[src/rtl/scan_accum_pkg.sv]
package scan_accum_pkg;
  // Strobes from the cycle controller to the accumulation datapath.
  typedef struct packed {
    logic clearAcc;  // window opens: wipe running sums and count
    logic latchOut;  // window closed: copy sums and count to outputs
  } accStrobe_t;
endpackage

[src/rtl/scan_accum_ctrl.sv]
module scan_accum_ctrl
  import scan_accum_pkg::*;
#(
  parameter int NUM_CH      = 6,
  parameter int CYCLE_CLKS  = 2_000_000_000,
  parameter int SETTLE_CLKS = 300_000_000,
  parameter int WINDOW_CLKS = 100_000_000,
  parameter int CONV_CLKS   = 400,
  parameter int MAX_SCANS   = 65536,
  localparam int CH_W = (NUM_CH > 1) ? $clog2(NUM_CH) : 1
) (
  input  logic            clk,
  input  logic            rst,
  output logic            pwrEn,
  output logic            adcReq,
  output logic [CH_W-1:0] adcChan,
  output accStrobe_t      strobe
);
  localparam int CYC_W  = $clog2(CYCLE_CLKS + 1);
  localparam int TMR_W  = (CONV_CLKS > 1) ? $clog2(CONV_CLKS) : 1;
  localparam int SCN_W  = $clog2(MAX_SCANS + 1);
  localparam int ACQ_END   = SETTLE_CLKS + WINDOW_CLKS;
  localparam int SCAN_CLKS = NUM_CH * CONV_CLKS;

  localparam logic [CYC_W-1:0] CYC_LAST  = CYC_W'(CYCLE_CLKS - 1);
  localparam logic [CYC_W-1:0] ACQ_BEGIN = CYC_W'(SETTLE_CLKS);
  localparam logic [CYC_W-1:0] ACQ_STOP  = CYC_W'(ACQ_END);
  localparam logic [CYC_W-1:0] SCAN_LEN  = CYC_W'(SCAN_CLKS);
  localparam logic [TMR_W-1:0] TMR_RELOAD = TMR_W'(CONV_CLKS - 1);
  localparam logic [CH_W-1:0]  CH_LAST   = CH_W'(NUM_CH - 1);
  localparam logic [SCN_W-1:0] SCAN_CAP  = SCN_W'(MAX_SCANS);

  logic [CYC_W-1:0] cyc;
  logic [TMR_W-1:0] convTmr;
  logic [CH_W-1:0]  chIdx;
  logic [SCN_W-1:0] scansStarted;
  logic [CYC_W-1:0] remaining;
  logic             inAcq;
  logic             scanRoom;
  logic             issue;

  assign inAcq     = (cyc >= ACQ_BEGIN) && (cyc < ACQ_STOP);
  assign remaining = ACQ_STOP - cyc;
  assign scanRoom  = (scansStarted < SCAN_CAP) && (remaining >= SCAN_LEN);
  assign issue     = inAcq && (convTmr == '0) && ((chIdx != '0) || scanRoom);

  always_ff @(posedge clk) begin
    if (rst) begin
      cyc          <= '0;
      convTmr      <= '0;
      chIdx        <= '0;
      scansStarted <= '0;
    end else begin
      cyc <= (cyc == CYC_LAST) ? '0 : cyc + CYC_W'(1);
      if (!inAcq) begin
        convTmr      <= '0;
        chIdx        <= '0;
        scansStarted <= '0;
      end else if (issue) begin
        convTmr <= TMR_RELOAD;
        chIdx   <= (chIdx == CH_LAST) ? '0 : chIdx + CH_W'(1);
        if (chIdx == '0) scansStarted <= scansStarted + SCN_W'(1);
      end else if (convTmr != '0) begin
        convTmr <= convTmr - TMR_W'(1);
      end
    end
  end

  assign pwrEn           = !rst && (cyc < ACQ_STOP);
  assign adcReq          = issue;
  assign adcChan         = chIdx;
  assign strobe.clearAcc = (cyc == ACQ_BEGIN);
  assign strobe.latchOut = (cyc == ACQ_STOP);
endmodule

[src/rtl/scan_accum_path.sv]
module scan_accum_path
  import scan_accum_pkg::*;
#(
  parameter int NUM_CH    = 6,
  parameter int CODE_W    = 16,
  parameter int SUM_W     = 32,
  parameter int MAX_SCANS = 65536,
  localparam int CNT_W = $clog2(MAX_SCANS + 1)
) (
  input  logic                    clk,
  input  logic                    rst,
  input  accStrobe_t              strobe,
  input  logic                    adcValid,
  input  logic [CODE_W-1:0]       adcCode,
  output logic [NUM_CH*SUM_W-1:0] chanSums,
  output logic [CNT_W-1:0]        scanCount,
  output logic                    resultValid
);
  localparam int CH_W = (NUM_CH > 1) ? $clog2(NUM_CH) : 1;
  localparam logic [CH_W-1:0]  CH_LAST  = CH_W'(NUM_CH - 1);
  localparam logic [CNT_W-1:0] SCAN_CAP = CNT_W'(MAX_SCANS);

  logic [CH_W-1:0]  rxCh;      // channel the next response belongs to
  logic [CNT_W-1:0] scansDone;
  logic [CNT_W-1:0] countOut;
  logic             pulse;
  logic [SUM_W-1:0] codeExt;

  assign codeExt = {{(SUM_W-CODE_W){adcCode[CODE_W-1]}}, adcCode};

  always_ff @(posedge clk) begin
    if (rst || strobe.clearAcc) begin
      rxCh      <= '0;
      scansDone <= '0;
    end else if (adcValid) begin
      if (rxCh == CH_LAST) begin
        rxCh <= '0;
        if (scansDone < SCAN_CAP) scansDone <= scansDone + CNT_W'(1);
      end else begin
        rxCh <= rxCh + CH_W'(1);
      end
    end
  end

  for (genvar g = 0; g < NUM_CH; g++) begin : g_chan
    logic [SUM_W-1:0] accReg;
    logic [SUM_W-1:0] outReg;
    always_ff @(posedge clk) begin
      if (rst || strobe.clearAcc)            accReg <= '0;
      else if (adcValid && rxCh == CH_W'(g)) accReg <= accReg + codeExt;
    end
    always_ff @(posedge clk) begin
      if (rst)                  outReg <= '0;
      else if (strobe.latchOut) outReg <= accReg;
    end
    assign chanSums[g*SUM_W +: SUM_W] = outReg;
  end

  always_ff @(posedge clk) begin
    if (rst) begin
      countOut <= '0;
      pulse    <= 1'b0;
    end else begin
      pulse <= strobe.latchOut;
      if (strobe.latchOut) countOut <= scansDone;
    end
  end

  assign scanCount   = countOut;
  assign resultValid = pulse;
endmodule

[src/rtl/scan_window_accum.sv]
module scan_window_accum
  import scan_accum_pkg::*;
#(
  parameter int NUM_CH      = 6,
  parameter int CODE_W      = 16,
  parameter int SUM_W       = 32,
  parameter int CYCLE_CLKS  = 2_000_000_000,
  parameter int SETTLE_CLKS = 300_000_000,
  parameter int WINDOW_CLKS = 100_000_000,
  parameter int CONV_CLKS   = 400,
  parameter int MAX_SCANS   = 65536,
  localparam int CH_W  = (NUM_CH > 1) ? $clog2(NUM_CH) : 1,
  localparam int CNT_W = $clog2(MAX_SCANS + 1)
) (
  input  logic                    clk,
  input  logic                    rst,
  output logic                    pwrEn,
  output logic                    adcReq,
  output logic [CH_W-1:0]         adcChan,
  input  logic                    adcValid,
  input  logic [CODE_W-1:0]       adcCode,
  output logic [NUM_CH*SUM_W-1:0] chanSums,
  output logic [CNT_W-1:0]        scanCount,
  output logic                    resultValid
);
  accStrobe_t strobe;

  scan_accum_ctrl #(
    .NUM_CH(NUM_CH), .CYCLE_CLKS(CYCLE_CLKS), .SETTLE_CLKS(SETTLE_CLKS),
    .WINDOW_CLKS(WINDOW_CLKS), .CONV_CLKS(CONV_CLKS), .MAX_SCANS(MAX_SCANS)
  ) ctrl (
    .clk(clk), .rst(rst), .pwrEn(pwrEn), .adcReq(adcReq),
    .adcChan(adcChan), .strobe(strobe)
  );

  scan_accum_path #(
    .NUM_CH(NUM_CH), .CODE_W(CODE_W), .SUM_W(SUM_W), .MAX_SCANS(MAX_SCANS)
  ) path (
    .clk(clk), .rst(rst), .strobe(strobe), .adcValid(adcValid),
    .adcCode(adcCode), .chanSums(chanSums), .scanCount(scanCount),
    .resultValid(resultValid)
  );
endmodule

[config.mk]
export PLATFORM = sky130hd
export DESIGN_NAME = scan_window_accum
export DESIGN_NICKNAME = d
export VERILOG_FILES = /design/src/rtl/scan_accum_pkg.sv /design/src/rtl/scan_accum_ctrl.sv /design/src/rtl/scan_accum_path.sv /design/src/rtl/scan_window_accum.sv
export SDC_FILE = /design/constraint.sdc
export NUM_CORES = 1
export LEC_CHECK = 0
export BUFFER_PORTS_ARGS = -buffer_cell sky130_fd_sc_hd__buf_2
export CAP_MARGIN = 10
export CORE_MARGIN = 3
export CORE_UTILIZATION = 60
export CTS_CLUSTER_DIAMETER = 40
export DETAILED_ROUTE_END_ITERATION = 16
export PLACE_DENSITY = 0.8
export SLEW_MARGIN = 20
export SYNTH_ARGS = -nofsm -noshare
export SYNTH_HDL_FRONTEND = slang
export SYNTH_HIERARCHICAL = 1
export SYNTH_SLANG_ARGS = --single-unit
[constraint.sdc]
create_clock -name clk -period 3.95 [get_ports clk]
set_input_delay 0.79 -clock clk [delete_from_list [all_inputs] [get_ports clk]]
set_output_delay 0.79 -clock clk [all_outputs]
set_load 0.1 [all_outputs]
== Yosys cells after proc, flatten, opt, wreduce, memory -nomap -nowiden ==
Index checks and enable logic that the tools add are counted.

* Register bits: 482
* Latch bits: 0
* Memory bits (writable): 0
* Memory bits (read-only): 0
* Input port bits: 19
* Output and inout bits: 215
* Logic and storage cells: 78
* Memories kept: 0

* Add/subtract/negate cells: 13
* Multiply operators: 0
* Divide/modulo/power cells: 0
* Order comparisons: 5
* Equality and inequality tests: 9
* Shift operators: 0
* Multiplexer cells: 4
* Bitwise logic cells: 1
* Reductions and logical operators: 25

{| class="wikitable"
|+ Operators by type and width
! operator !! count
|-
| $add A32 B32 Y32 || 6
|-
| $eq A31 B29 Y1 const B || 2
|-
| $add A17 B1 Y17 const B || 2
|-
| $lt A17 B17 Y1 const B || 2
|-
| $add A31 B1 Y31 const B || 1
|-
| $eq A31 B31 Y1 const B || 1
|-
| $ge A31 B12 Y1 const B || 1
|-
| $ge A31 B29 Y1 const B || 1
|-
| $lt A31 B29 Y1 const B || 1
|-
| $sub A29 B31 Y31 const A || 1
|-
| $mux W9 || 2
|-
| $logic_and A1 B1 Y1 || 11
|-
| $eq A3 B3 Y1 const B || 3
|-
| $logic_not A9 Y1 || 1
|-
| $reduce_bool A9 Y1 || 1
|-
| $sub A9 B1 Y9 const B || 1
|-
| $add A3 B1 Y3 const B || 2
|-
| $eq A3 B2 Y1 const B || 2
|-
| $logic_not A3 Y1 || 2
|-
| $mux W3 || 2
|-
| $reduce_or A2 Y1 || 2
|-
| $eq A3 B1 Y1 const B || 1
|-
| $reduce_and A3 Y1 || 1
|-
| $reduce_bool A3 Y1 || 1
|-
| other kinds (6) || 7
|}

== Logic depth before layout (Yosys ltp) ==
* Depth after elaboration: 6
* Mapped depth: 13
* Mapped depth without buffers: 13

== Hierarchy ==
Netlist, hierarchy kept.

{| class="wikitable"
|+ Modules (own cells, without submodules)
! module !! times used !! cells an instance !! area an instance (um^2) !! sequential area each (um^2)
|-
| scan_accum_path || 1 || 2779 || 23562.6 || 8448.1
|-
| scan_accum_ctrl || 1 || 586 || 4580.6 || 1201.2
|}

== Worst setup path after synthesis ==
OpenSTA, ideal clock, no wires.

* Kind: flip-flop to output port
* From: reg ctrl.cyc[3]
* To: out pwrEn
* Arrival time: 4.574 ns
* Data required time: 3.160 ns
* Slack: -1.414 ns
* Stages on the path, launching flop included: 7
* Buffers on the path: 1
* Path through: dfxtp_1 > buf_6 > or3_4 > o41ai_4 > a21oi_2 > o211a_4 > nor4_1

* Word-level cells in the longest chain between the ends: 2

{| class="wikitable"
|+ RTL lines
! item !! RTL line !! RTL
|-
| start: declaration || scan_accum_ctrl.sv:33 || <nowiki>logic [CYC_W-1:0] cyc;</nowiki>
|-
| start signal: assignment || scan_accum_ctrl.sv:54 || <nowiki>cyc <= (cyc == CYC_LAST) ? '0 : cyc + CYC_W'(1);</nowiki>
|-
| $lt A31 B29 Y1 || scan_accum_ctrl.sv:69 || <nowiki>assign pwrEn = !rst && (cyc < ACQ_STOP);</nowiki>
|-
| $logic_and A1 B1 Y1 || scan_accum_ctrl.sv:69 ||
|-
| end: declaration || scan_window_accum.sv:17 || <nowiki>output logic pwrEn,</nowiki>
|}

No other way between the ends.

== Final worst setup path ==
* From: reg ctrl.cyc[1]
* To: out adcReq

* Word-level cells in the longest chain between the ends: 5
* Elaborated cells on any way between the ends: 9
* Classes of those cells: add/sub (1); order compare (3); reduce/logical (5)

{| class="wikitable"
|+ RTL lines
! item !! RTL line !! RTL
|-
| $sub A29 B31 Y31 || scan_accum_ctrl.sv:43 || <nowiki>assign remaining = ACQ_STOP - cyc;</nowiki>
|-
| $ge A31 B12 Y1 || scan_accum_ctrl.sv:44 || <nowiki>assign scanRoom = (scansStarted < SCAN_CAP) && (remaining >= SCAN_LEN);</nowiki>
|-
| $logic_and A1 B1 Y1 || scan_accum_ctrl.sv:44 ||
|-
| $logic_or A1 B1 Y1 || scan_accum_ctrl.sv:45 || <nowiki>assign issue = inAcq && (convTmr == '0) && ((chIdx != '0) || scanRoom);</nowiki>
|-
| $logic_and A1 B1 Y1 (*) || scan_accum_ctrl.sv:45 ||
|-
| end: declaration || scan_window_accum.sv:18 || <nowiki>output logic adcReq,</nowiki>
|}

Every way passes the cells marked *; elsewhere a longest branch is shown, timed or not.

==> reports/results.ini <==
[outcome]
status=complete, but fails checks
violations=negative setup slack

[pwr]
power.leakage_nw=14.3
p_seq_share_pct=38.3
p_int_mw=9.67
p_sw_mw=3.50
irDropWorstVdd_mv=0.402
power_density_mw_per_mm2=398
pwr-share-comb_pct=10.9
p_sw_share_pct=26.6
p_clk_share_pct=50.8

[critical_path]
worstPathArrival_ns=3.59
r2r_end=ctrl/adcChan[0]
r2r_setup_slack_ns=0.52
worst-setup-path-type=flop to output port
r2r_start=ctrl/cyc[1]
worst_setup_path_start_kind=flop
ff2ff_path_depth=13
cp-end-kind=output port
path_max_fanout=4
required_ns=3.16

[global_routing]
overflow=0
antenna_found_initial=4
met1_usage_pct=42.0
grt_pass1_vias=25200
met2_usage_pct=52.2
top_usage_layer=met2
grt_first_pass_wirelength_mm=131
track_usage_pct=31.7
use_met3_pct=5.79
grt_max_degree=120

[timing]
period_needed_ns=4.38
final.setup.tns_ns=-0.435
fmax_mhz=228
tightest_slew_ns=0.993
hold_violations=0
relSlewSlack_pct=33.8
clock_skew_ns=0.0279
setup_viol=1
drv_slew=0
period_share_pct=111
worst_slack_ns=-0.435
rsz0062_at_grt=yes

[floorplanning]
rows=78
core-area_sq_mm=0.0459
die_y_microns=223
start_util_pct=61.4
dieWidth_microns=223
io_pins=234
design.die.area_sq_mm=0.0495

[routing]
first_pass_iters=6
antenna_left=0
wl_mm=80.7
wl_per_cell_microns=18.9
routed_via_density=6.06
drc_errors=0
via_count=25900
drt_iter0_drc=1948

[flow_run]
drv_cap=0

[logic_synthesis]
synth_common_cells=482 x dfxtp_1, 419 x nand2_1, 391 x nor2_1
synth_top_area_share_pct=34.3
ys_seq_area_share_pct=34.3
synth_flop_cell=dfxtp_1
synthTopCellsByArea=dfxtp_1 34%, ha_1 8.6%, mux2i_1 8.2%
ys_types=96
yosysWarnings=6
avgSynthCellArea_sq_um=8.36
netlist_area_sq_mm=0.0281
synth_nets=3583
synth_top_area_cell=dfxtp_1
ys_ff_latch=482
synth_edf_count=0
syn_inst=3365
yosysMostFrequentCell=dfxtp_1
synth-async-reset-ratio_pct=0

[clock_network]
clkTransAtPathRegs_ns=0.05
clk_latency_ns=0.61
numCtsBuffers=75
cts_tree=yes
cts_max_level=3
cts.sinks=482
cts_root_buffer=clkbuf_16
cts_buffer_depth=3
cts-hold-fix-buffers=0

[place]
dp_cells=4141
place_hpwl_mm=57.1
place_ws_ns=-0.114
io_buffer_count=233
place.gp.congestion=0.941

[worst_hold_path]
hold_class=flop to flop
hold_start=path/g_chan[5].accReg[24]
min_to=path/g_chan[5].accReg[24]
holdPathStages=2

[final_layout]
fill_cells=3557
layout.nets=3839
fin_util_pct=72.1
fin_cells=4278
area_growth_syn_to_layout_pct=17.6
layout-drive-gt1-share_pct=15.6

-- critical path, stage by stage (launching register included) --
cell,delay (ns)
dfxtp_1,0.33
inv_1,0.11
ha_2,0.20
nor4b_4,0.27
a31oi_2,0.16
or3_4,0.37
a221oi_2,0.27
xnor2_1,0.13
or4b_4,0.51
o41ai_4,0.39
a21boi_4,0.11
buf_12,0.17
-- worst max-delay path by stage --
stage	end	slack, ns	from	cells past startpoint
6_report	adcReq	-0.43	ctrl/cyc[1]	11
5_1_grt	adcReq	-0.59	ctrl/cyc[1]	11
4_1_cts	adcReq	-0.44	ctrl/cyc[21]	9
3_5_place_dp	adcReq	-0.11	ctrl/cyc[1]	11
3_3_place_gp	adcReq	-0.02	ctrl/cyc[0]	11
2_1_floorplan	adcReq	0.004	ctrl/cyc[0]	11
-- sequential cells by signal, summed over array words and instances, names as in the netlist --
register / cells
ctrl/scansStarted: 17
path/resultValid: 1
path/scanCount: 17
path/rxCh: 3
ctrl/cyc: 31
path/scansDone: 17
ctrl/convTmr: 9
path/g_chan.accReg: 192
path/g_chan.outReg: 192
ctrl/adcChan: 3
-- metal layers --
| metal | vias to the layer above | part of all wire, % | wire length [microns] |
|---|---|---|---|
| met3 | 170 | 6.1 | 4940 |
| met5 | - | 0.038 | 31 |
| met2 | 868 | 46 | 37500 |
| li1 | 12500 | - | - |
| met1 | 12400 | 44 | 35800 |
| met4 | 4 | 3.1 | 2490 |
-- power by group through the flow --
stage                     Clock [mW]  Sequential, mW  Combinational, mW
final                           6.69            5.05               1.44
after CTS                       6.78            5.05               1.41
after global routing            7.00            5.06               1.58
after floorplan                    0            5.11               1.04
after detailed placement           0            5.15               1.39
after global placement             0            5.14               1.35
-- what timing repair did --
item / in CTS / in global routing
buffers inserted: 2 / 1
endpoints found under the setup margin: 2 / 1
gates cloned: 0 / 0
pin swaps: 8 / 1
gates resized for setup: 20 / 4
-- final cells by class --
cell class              count  area (sq um)  share of cell area (%)
repair buffers            361          2190                    6.63
flip-flops and latches    482          9650                    29.2
diodes                      1          2.50                 0.00756
well taps                 600           751                    2.27
inverters                  62           233                   0.703
multi-input cells        2639         17700                    53.4
clock inverters            45           574                    1.74
clock buffers              88          2000                    6.04
-- per-stage QoR --
step / area [sq um] / power [mW] / hold WS, ns
floorplan: 28200 / 6.15 / 0.425
global placement: 30400 / 6.49 / 0.440
detailed placement: 30400 / 6.54 / 0.465
CTS: 33100 / 13.2 / 0.475
global route: 33100 / 13.6 / 0.494
finish: 33100 / 13.2 / 0.475
-- cell usage in the layout (no fill, tap or decap), types with 17 or more instances in the layout --
cell type,instances
dfxtp_1,480
nand2_1,419
nor2_1,388
a21oi_1,308
mux2i_1,231
buf_2,229
ha_1,192
buf_4,126
xnor2_1,123
o21ai_0,113
a21o_1,112
xor2_1,87
nand3_1,77
clkbuf_16,76
inv_1,62
nand4_1,40
and3_1,36
o21bai_1,36
nor3_1,29
nand2b_1,29
o21a_1,28
a31oi_1,25
a211oi_1,23
or3_1,20
nor4_1,20
nor2b_1,19
o211ai_1,18
and2_1,17
-- kinds of logic after synthesis --
| kind of cell | count (synthesis) | synth area share (%) |
|---|---|---|
| DFF | 482 | 34.3 |
| adders and majority gates | 199 | 9.01 |
| muxes | 234 | 8.34 |
| buffers and inverters | 244 | 3.47 |
| and+or+nand+nor | 1178 | 19.2 |
| xor gates and xnor gates | 211 | 6.57 |
| AOI/OAI and AO/OA | 817 | 19.1 |
(Power assumes the default switching activity.)
